==> src/rtl/vr_pkg.sv <==
package vr_pkg;

   typedef enum logic [1:0] {
      SRC_MUTE  = 2'd0,
      SRC_OWN   = 2'd1,
      SRC_CROSS = 2'd2,
      SRC_AVG   = 2'd3
   } src_sel_e;

   typedef enum logic [1:0] {
      UPD_NOW     = 2'd0,
      UPD_RAMP    = 2'd1,
      UPD_ZC      = 2'd2,
      UPD_RAMP_ZC = 2'd3
   } upd_mode_e;

   localparam int GAIN_FRAC  = 16;
   localparam int DB_PER_OCT = 6;

   // Q16 gain for one decibel code; every 6 dB halves the mantissa
   function automatic logic [GAIN_FRAC:0] gain_q(input int unsigned code,
                                                 input int unsigned max_db);
      logic [GAIN_FRAC:0] mant;
      if (code > max_db) return '0;
      case (code % DB_PER_OCT)
         0:       mant = 17'd65536;
         1:       mant = 17'd58409;
         2:       mant = 17'd52057;
         3:       mant = 17'd46396;
         4:       mant = 17'd41350;
         default: mant = 17'd36854;
      endcase
      return mant >> (code / DB_PER_OCT);
   endfunction

endpackage

==> src/rtl/vr_mix.sv <==
module vr_mix #(
   parameter int DW = 24
) (
   input  logic signed [DW-1:0] own_in,
   input  logic signed [DW-1:0] opp_in,
   input  logic [1:0]           sel,
   output logic signed [DW-1:0] mixed,
   output logic                 src_muted
);
   import vr_pkg::*;

   logic signed [DW:0] sum_w;

   always_comb begin
      sum_w     = {own_in[DW-1], own_in} + {opp_in[DW-1], opp_in};
      src_muted = 1'b0;
      case (src_sel_e'(sel))
         SRC_OWN:   mixed = own_in;
         SRC_CROSS: mixed = opp_in;
         SRC_AVG:   mixed = DW'(sum_w >>> 1);
         default: begin
            mixed     = '0;
            src_muted = 1'b1;
         end
      endcase
   end

endmodule

==> src/rtl/vr_level.sv <==
module vr_level #(
   parameter int CW      = 7,
   parameter int MAX_DB  = 90,
   parameter int TIMEOUT = 512
) (
   input  logic          clk,
   input  logic          rst_n,
   input  logic          strobe,
   input  logic [CW-1:0] target_raw,
   input  logic [1:0]    mode,
   input  logic          sign_now,
   output logic [CW-1:0] code_next,
   output logic [CW-1:0] code_q
);
   import vr_pkg::*;

   localparam int            TW        = $clog2(TIMEOUT);
   localparam logic [CW-1:0] MUTE_CODE = CW'(MAX_DB + 1);

   logic [CW-1:0] tgt;
   logic [CW-1:0] step_code;
   logic [CW-1:0] nxt;
   logic [TW-1:0] wait_q;
   logic          sign_q;
   logic          pending;
   logic          gate;
   logic          zc_mode;

   always_comb begin
      tgt       = (target_raw > CW'(MAX_DB)) ? MUTE_CODE : target_raw;
      pending   = (code_q != tgt);
      gate      = (sign_now != sign_q) || (wait_q == TW'(TIMEOUT - 1));
      step_code = (tgt > code_q) ? code_q + CW'(1) : code_q - CW'(1);
      zc_mode   = 1'b0;
      case (upd_mode_e'(mode))
         UPD_NOW:  nxt = tgt;
         UPD_RAMP: nxt = pending ? step_code : code_q;
         UPD_ZC: begin
            zc_mode = 1'b1;
            nxt     = (pending && gate) ? tgt : code_q;
         end
         default: begin
            zc_mode = 1'b1;
            nxt     = (pending && gate) ? step_code : code_q;
         end
      endcase
      code_next = strobe ? nxt : code_q;
   end

   always_ff @(posedge clk or negedge rst_n) begin
      if (!rst_n) begin
         code_q <= '0;
         wait_q <= '0;
         sign_q <= 1'b0;
      end else if (strobe) begin
         code_q <= nxt;
         sign_q <= sign_now;
         if (!pending || !zc_mode || (nxt != code_q)) wait_q <= '0;
         else                                         wait_q <= wait_q + TW'(1);
      end
   end

endmodule

==> src/rtl/vr_gain.sv <==
module vr_gain #(
   parameter int DW     = 24,
   parameter int CW     = 7,
   parameter int MAX_DB = 90
) (
   input  logic                 clk,
   input  logic                 rst_n,
   input  logic                 strobe,
   input  logic signed [DW-1:0] mixed,
   input  logic [CW-1:0]        code,
   input  logic                 force_zero,
   output logic signed [DW-1:0] y
);
   import vr_pkg::*;

   localparam int PW = DW + GAIN_FRAC + 2;

   logic [GAIN_FRAC:0]  g;
   logic signed [PW-1:0] prod;

   always_comb begin
      g    = gain_q(int'(code), MAX_DB);
      prod = PW'(mixed) * PW'($signed({1'b0, g}));
   end

   always_ff @(posedge clk or negedge rst_n) begin
      if (!rst_n)      y <= '0;
      else if (strobe) y <= force_zero ? '0 : DW'(prod >>> GAIN_FRAC);
   end

endmodule

==> src/rtl/vr_stereo_gain.sv <==
module vr_stereo_gain #(
   parameter int DW      = 24,
   parameter int CW      = 7,
   parameter int MAX_DB  = 90,
   parameter int TIMEOUT = 512
) (
   input  logic                 clk,
   input  logic                 rst_n,
   input  logic                 smp_valid,
   input  logic signed [DW-1:0] in_l,
   input  logic signed [DW-1:0] in_r,
   input  logic [CW-1:0]        atten_a,
   input  logic [CW-1:0]        atten_b,
   input  logic [1:0]           mix_a,
   input  logic [1:0]           mix_b,
   input  logic [1:0]           upd_mode,
   input  logic                 mute_a,
   input  logic                 mute_b,
   output logic                 out_valid,
   output logic signed [DW-1:0] out_a,
   output logic signed [DW-1:0] out_b,
   output logic                 mute_flag_a,
   output logic                 mute_flag_b
);
   localparam int NCH = 2;

   if (TIMEOUT < 512 || TIMEOUT > 1024) begin : g_bad_timeout
      $error("vr_stereo_gain: TIMEOUT must lie in 512..1024");
   end
   if (MAX_DB + 1 >= (1 << CW)) begin : g_bad_code_width
      $error("vr_stereo_gain: CW too narrow for MAX_DB plus mute code");
   end
   if (DW < 2) begin : g_bad_width
      $error("vr_stereo_gain: DW must be at least 2");
   end

   logic signed [DW-1:0] samp   [NCH];
   logic [CW-1:0]        att    [NCH];
   logic [1:0]           sel    [NCH];
   logic                 mbit   [NCH];
   logic signed [DW-1:0] y      [NCH];
   logic                 mflag  [NCH];
   logic [NCH-1:0][CW-1:0] cur_code;

   assign samp[0] = in_l;
   assign samp[1] = in_r;
   assign att[0]  = atten_a;
   assign att[1]  = atten_b;
   assign sel[0]  = mix_a;
   assign sel[1]  = mix_b;
   assign mbit[0] = mute_a;
   assign mbit[1] = mute_b;

   for (genvar ch = 0; ch < NCH; ch++) begin : g_ch
      logic signed [DW-1:0] mixed;
      logic                 src_muted;
      logic [CW-1:0]        code_next;

      vr_mix #(.DW(DW)) u_mix (
         .own_in    (samp[ch]),
         .opp_in    (samp[NCH-1-ch]),
         .sel       (sel[ch]),
         .mixed     (mixed),
         .src_muted (src_muted)
      );

      vr_level #(.CW(CW), .MAX_DB(MAX_DB), .TIMEOUT(TIMEOUT)) u_level (
         .clk        (clk),
         .rst_n      (rst_n),
         .strobe     (smp_valid),
         .target_raw (att[ch]),
         .mode       (upd_mode),
         .sign_now   (mixed[DW-1]),
         .code_next  (code_next),
         .code_q     (cur_code[ch])
      );

      vr_gain #(.DW(DW), .CW(CW), .MAX_DB(MAX_DB)) u_gain (
         .clk        (clk),
         .rst_n      (rst_n),
         .strobe     (smp_valid),
         .mixed      (mixed),
         .code       (code_next),
         .force_zero (src_muted | mbit[ch]),
         .y          (y[ch])
      );

      always_ff @(posedge clk or negedge rst_n) begin
         if (!rst_n) mflag[ch] <= 1'b0;
         else        mflag[ch] <= mbit[ch] | src_muted;
      end
   end

   always_ff @(posedge clk or negedge rst_n) begin
      if (!rst_n) out_valid <= 1'b0;
      else        out_valid <= smp_valid;
   end

   assign out_a       = y[0];
   assign out_b       = y[1];
   assign mute_flag_a = mflag[0];
   assign mute_flag_b = mflag[1];

endmodule

==> config.mk <==
export PLATFORM = sky130hd
export DESIGN_NAME = vr_stereo_gain
export DESIGN_NICKNAME = d
export VERILOG_FILES = /design/src/rtl/vr_pkg.sv /design/src/rtl/vr_mix.sv /design/src/rtl/vr_level.sv /design/src/rtl/vr_gain.sv /design/src/rtl/vr_stereo_gain.sv
export SDC_FILE = /design/constraint.sdc
export NUM_CORES = 2
export LEC_CHECK = 0
export BUFFER_PORTS_ARGS = -buffer_cell sky130_fd_sc_hd__buf_2
export CORE_MARGIN = 2
export CORE_UTILIZATION = 45
export DETAILED_ROUTE_END_ITERATION = 10
export PLACE_DENSITY = 0.64
export SETUP_SLACK_MARGIN = 0.5
export SLEW_MARGIN = 20
export SYNTH_ARGS = -nofsm -noshare
export SYNTH_HDL_FRONTEND = slang
export SYNTH_HIERARCHICAL = 1
export SYNTH_SLANG_ARGS = --single-unit
==> constraint.sdc <==
create_clock -name clk -period 14 [get_ports clk]
set_input_delay 1.4 -clock clk [delete_from_list [all_inputs] [get_ports clk]]
set_output_delay 1.4 -clock clk [all_outputs]
set_load 0.02 [all_outputs]
==> summary.md <==
| Metric | Value |
|---|---|
| Status | completed |
| Io pins | 124 |
| Slowest cell on crit path | fa_2 |
| Slowest stage delay, CP | 0.64 ns |
| Worst setup startpoint | in_r[0] |
| Core footprint | 91,200 um2 |
| Routed WL | 134 mm |
| Worst Path Max Fanout | 7 |
| Setup CP Type | input port to register |
| Max Freq | 0.0741 GHz |
| Crit path depth | 60 |
| Drt via density | 5.62 |
| Area delta synth->final | 23.7% |
| # rows | 111 |
| Overall global routing resource usage | 0.285 |
| WL per Instance | 20.1 um |
| Slew Viols, Final | 0 |
| Root Buffer Master | clkbuf_16 |
| Hold Vio Cnt, Final | 0 |
| Synth Instances | 4,840 |
| HP Class | register to register |
| Synth Flop Type | dfrtp_1 |
| Crit path time final | 13.49 ns |
| Top Family by Delay on Critical Path | adder cells |
| Post-synth ARST share | 1.00 |
| Synth top area cells | fa_1 (38%), inv_1 (8.9%), ha_1 (8.0%), dfrtp_1 (5.2%), nand2_1 (3.6%) |
| Fin Clk Skew | 0.0329 ns |
| Critical Path End Type | register |
| Residual DRC | 0 |
| Distinct cells, synth | 136 |
| Port bufs | 123 |
| Syn_area_per_cell | 8.52 um2 |
| Horiz. Die Dim | 307 um |
| TritonCTS clock tree | built |
| Yosys top cell by area | fa_1 |
| Share of cells above drive strength 1 | 0.266 |
| # H-tree levels | 3 |
| Max capacitance violation total | 0 |
| Reg-to-Reg Start | g_ch[1].u_level/code_q[4]$_DFF_PN0_ |
| CTS Buf Count | 9 |
| Die footprint | 94,100 um2 |
| Sequential share of the synthesized area | 0.0516 |
| Final ANT Viol Nets | 0 |
| Final RePlAce weighted congestion | 0.959 |
| Cell area after synthesis | 41,200 um2 |
| Worst-Skew Late Latency | 0.44 ns |
| First-pass DRT Iterations | 6 |
| Dpl hpwl | 106 mm |
| Pin count of the biggest net entering global routing | 99 |
| Most numerous cell in the Yosys netlist | inv_1 |
| CTS sink cnt | 85 |
| Clk buf depth | 2 |
| Top cell by count, worst path | buf_6 |
| Syn nets | 5,955 |
| Via count | 37,500 |
| Commonest cells in the netlist | inv_1 (981), fa_1 (778), nand2_1 (397) |
| Top cell type's share of synthesized area | 0.378 |
| Crit path buf inv count | 16 |
| Slew margin rel. | 0.270 |
| Initial core utilization | 0.452 |
| Synth warnings | 6 |
| CP required | 14.34 ns |
| Fin Setup TNS | 0 ns |
| Grt ovf | 0 |
| Vias in the first global route | 38,400 |
| Initial DRC Count | 2,992 |
| CP Capture Point | g_ch[1].u_gain/y[23]$_DFFE_PN0P_ |
| Number of synthesized flops with an enable pin | 0 |
| CTS clk-pin slew, worst paths | 0.07 ns |
| Crit path DAT | 13.83 ns |
| Slew @ Worst Pin | 1.10 ns |
| Die H | 307 um |
| #FFs+latches synth | 85 |
| ANT cells | 0 |
| Reg-to-Reg End | g_ch[1].u_gain/y[23]$_DFFE_PN0P_ |
| CP Launch Type | input port |
| Reg2Reg Setup Slack | 1.45 ns |
| Nets@finish | 6,590 |
| Tcrit/Tclk final | 0.963 |
| Final setup fails | 0 |
| R2r worst-path depth | 58 |
| First-pass GRT wire length | 211 mm |
| Initial antenna violation count | 2 |
| Unrepaired setup endpoints after global routing | true |
==> how the worst min path moves through the flow <==
stage	startpoint	cells past startpoint	end
after global routing	g_ch[1].u_gain/y[16]$_DFFE_PN0P_	1	g_ch[1].u_gain/y[16]$_DFFE_PN0P_
after global placement	g_ch[0].u_gain/y[4]$_DFFE_PN0P_	1	g_ch[0].u_gain/y[4]$_DFFE_PN0P_
final	g_ch[1].u_gain/y[18]$_DFFE_PN0P_	1	g_ch[1].u_gain/y[18]$_DFFE_PN0P_
after CTS	g_ch[1].u_gain/y[18]$_DFFE_PN0P_	1	g_ch[1].u_gain/y[18]$_DFFE_PN0P_
after floorplan	g_ch[0].u_level/wait_q[2]$_DFFE_PN0P_	1	g_ch[0].u_level/wait_q[2]$_DFFE_PN0P_
after detailed placement	g_ch[0].u_gain/y[21]$_DFFE_PN0P_	1	g_ch[0].u_gain/y[21]$_DFFE_PN0P_
==> metrics by stage <==
| stage | cells | setup slack, ns | hold slack (ns) | util | area, um2 |
|---|---|---|---|---|---|
| detailed placement | 6503 | -0.529 | 0.468 | 0.519 | 47300 |
| CTS | 6549 | 0.442 | 0.489 | 0.529 | 48300 |
| global route | 6665 | 0.0633 | 0.494 | 0.559 | 51000 |
| finish | 6665 | 0.512 | 0.484 | 0.559 | 51000 |
| global placement | 6503 | -0.293 | 0.464 | 0.519 | 47300 |
| floorplan | 4840 | 0.489 | 0.494 | - | 41400 |
==> kinds of logic after synthesis <==
kind of cell / count (synthesis) / synth area share
fa+ha+maj: 1042 / 0.458
flops: 85 / 0.0516
mux: 36 / 0.00962
compound gates: 817 / 0.147
simple gates: 1491 / 0.187
buf+inv: 1250 / 0.122
xor+xnor: 119 / 0.0263
==> worst register-to-register path, delay by kind of cell (launching register included) <==
kind / cells / cell delay (ns)
buf+inv: 15 / 1.86
simple gates: 17 / 3.28
flops: 1 / 0.40
xor+xnor: 2 / 0.39
fa+ha+maj: 11 / 4.50
compound gates: 13 / 2.04
==> timing repair <==
item	4_1_cts	5_1_grt
gates cloned	1	4
endpoints found under the setup margin	30	42
pin swaps	40	319
endpoints found under the hold margin	0	0
buffers inserted	30	112
hold buffers	0	0
gates resized for setup	75	415
==> placed cells by master (no fill, tap or decap), types with 44 or more instances in the layout <==
cell / Yosys / layout
inv_1: 981 / 944
a31oi_1: 50 / 44
a21oi_1: 180 / 141
and2_1: 150 / 146
nand2_1: 397 / 384
buf_2: 52 / 121
dfrtp_1: 85 / 85
fa_1: 778 / 743
buf_4: 14 / 687
o21ai_1: 35 / 46
nand3_1: 292 / 276
nor2_1: 257 / 235
xnor2_1: 66 / 66
ha_1: 264 / 220
xor2_1: 48 / 47
and3_1: 61 / 59
o21ai_0: 107 / 74
nor3_1: 73 / 54
==> registers in the layout, indices dropped and copies added (netlist names) <==
| signal | count |
|---|---|
| mute_flag_b | 1 |
| g_ch.u_level/code_q | 14 |
| g_ch.u_gain/y | 48 |
| g_ch.u_level/sign_q | 2 |
| out_valid | 1 |
| g_ch.u_level/wait_q | 18 |
| mute_flag_a | 1 |
==> layer usage <==
metal,vias up,track usage,share of wire,routed length [um]
met5,-,0,0.000097,13
met4,2,0.102,0.040,5420
met3,278,0.0462,0.072,9710
met2,1496,0.472,0.48,64300
met1,18700,0.377,0.41,54800
li1,17000,-,-,-
==> cell type report <==
cell class | count | area, um2
fill | 8125 | 40200
multi-input combinational | 3505 | 36300
timing repair buffer | 889 | 7040
inverter | 985 | 3700
sequential | 85 | 2130
tap | 1186 | 1480
clock buffer | 9 | 225
clock inverter | 6 | 93.8
Power is left out: the tool's default activity adds up to more than one toggle a clock period on the data nets, which glitch-free logic cannot reach.
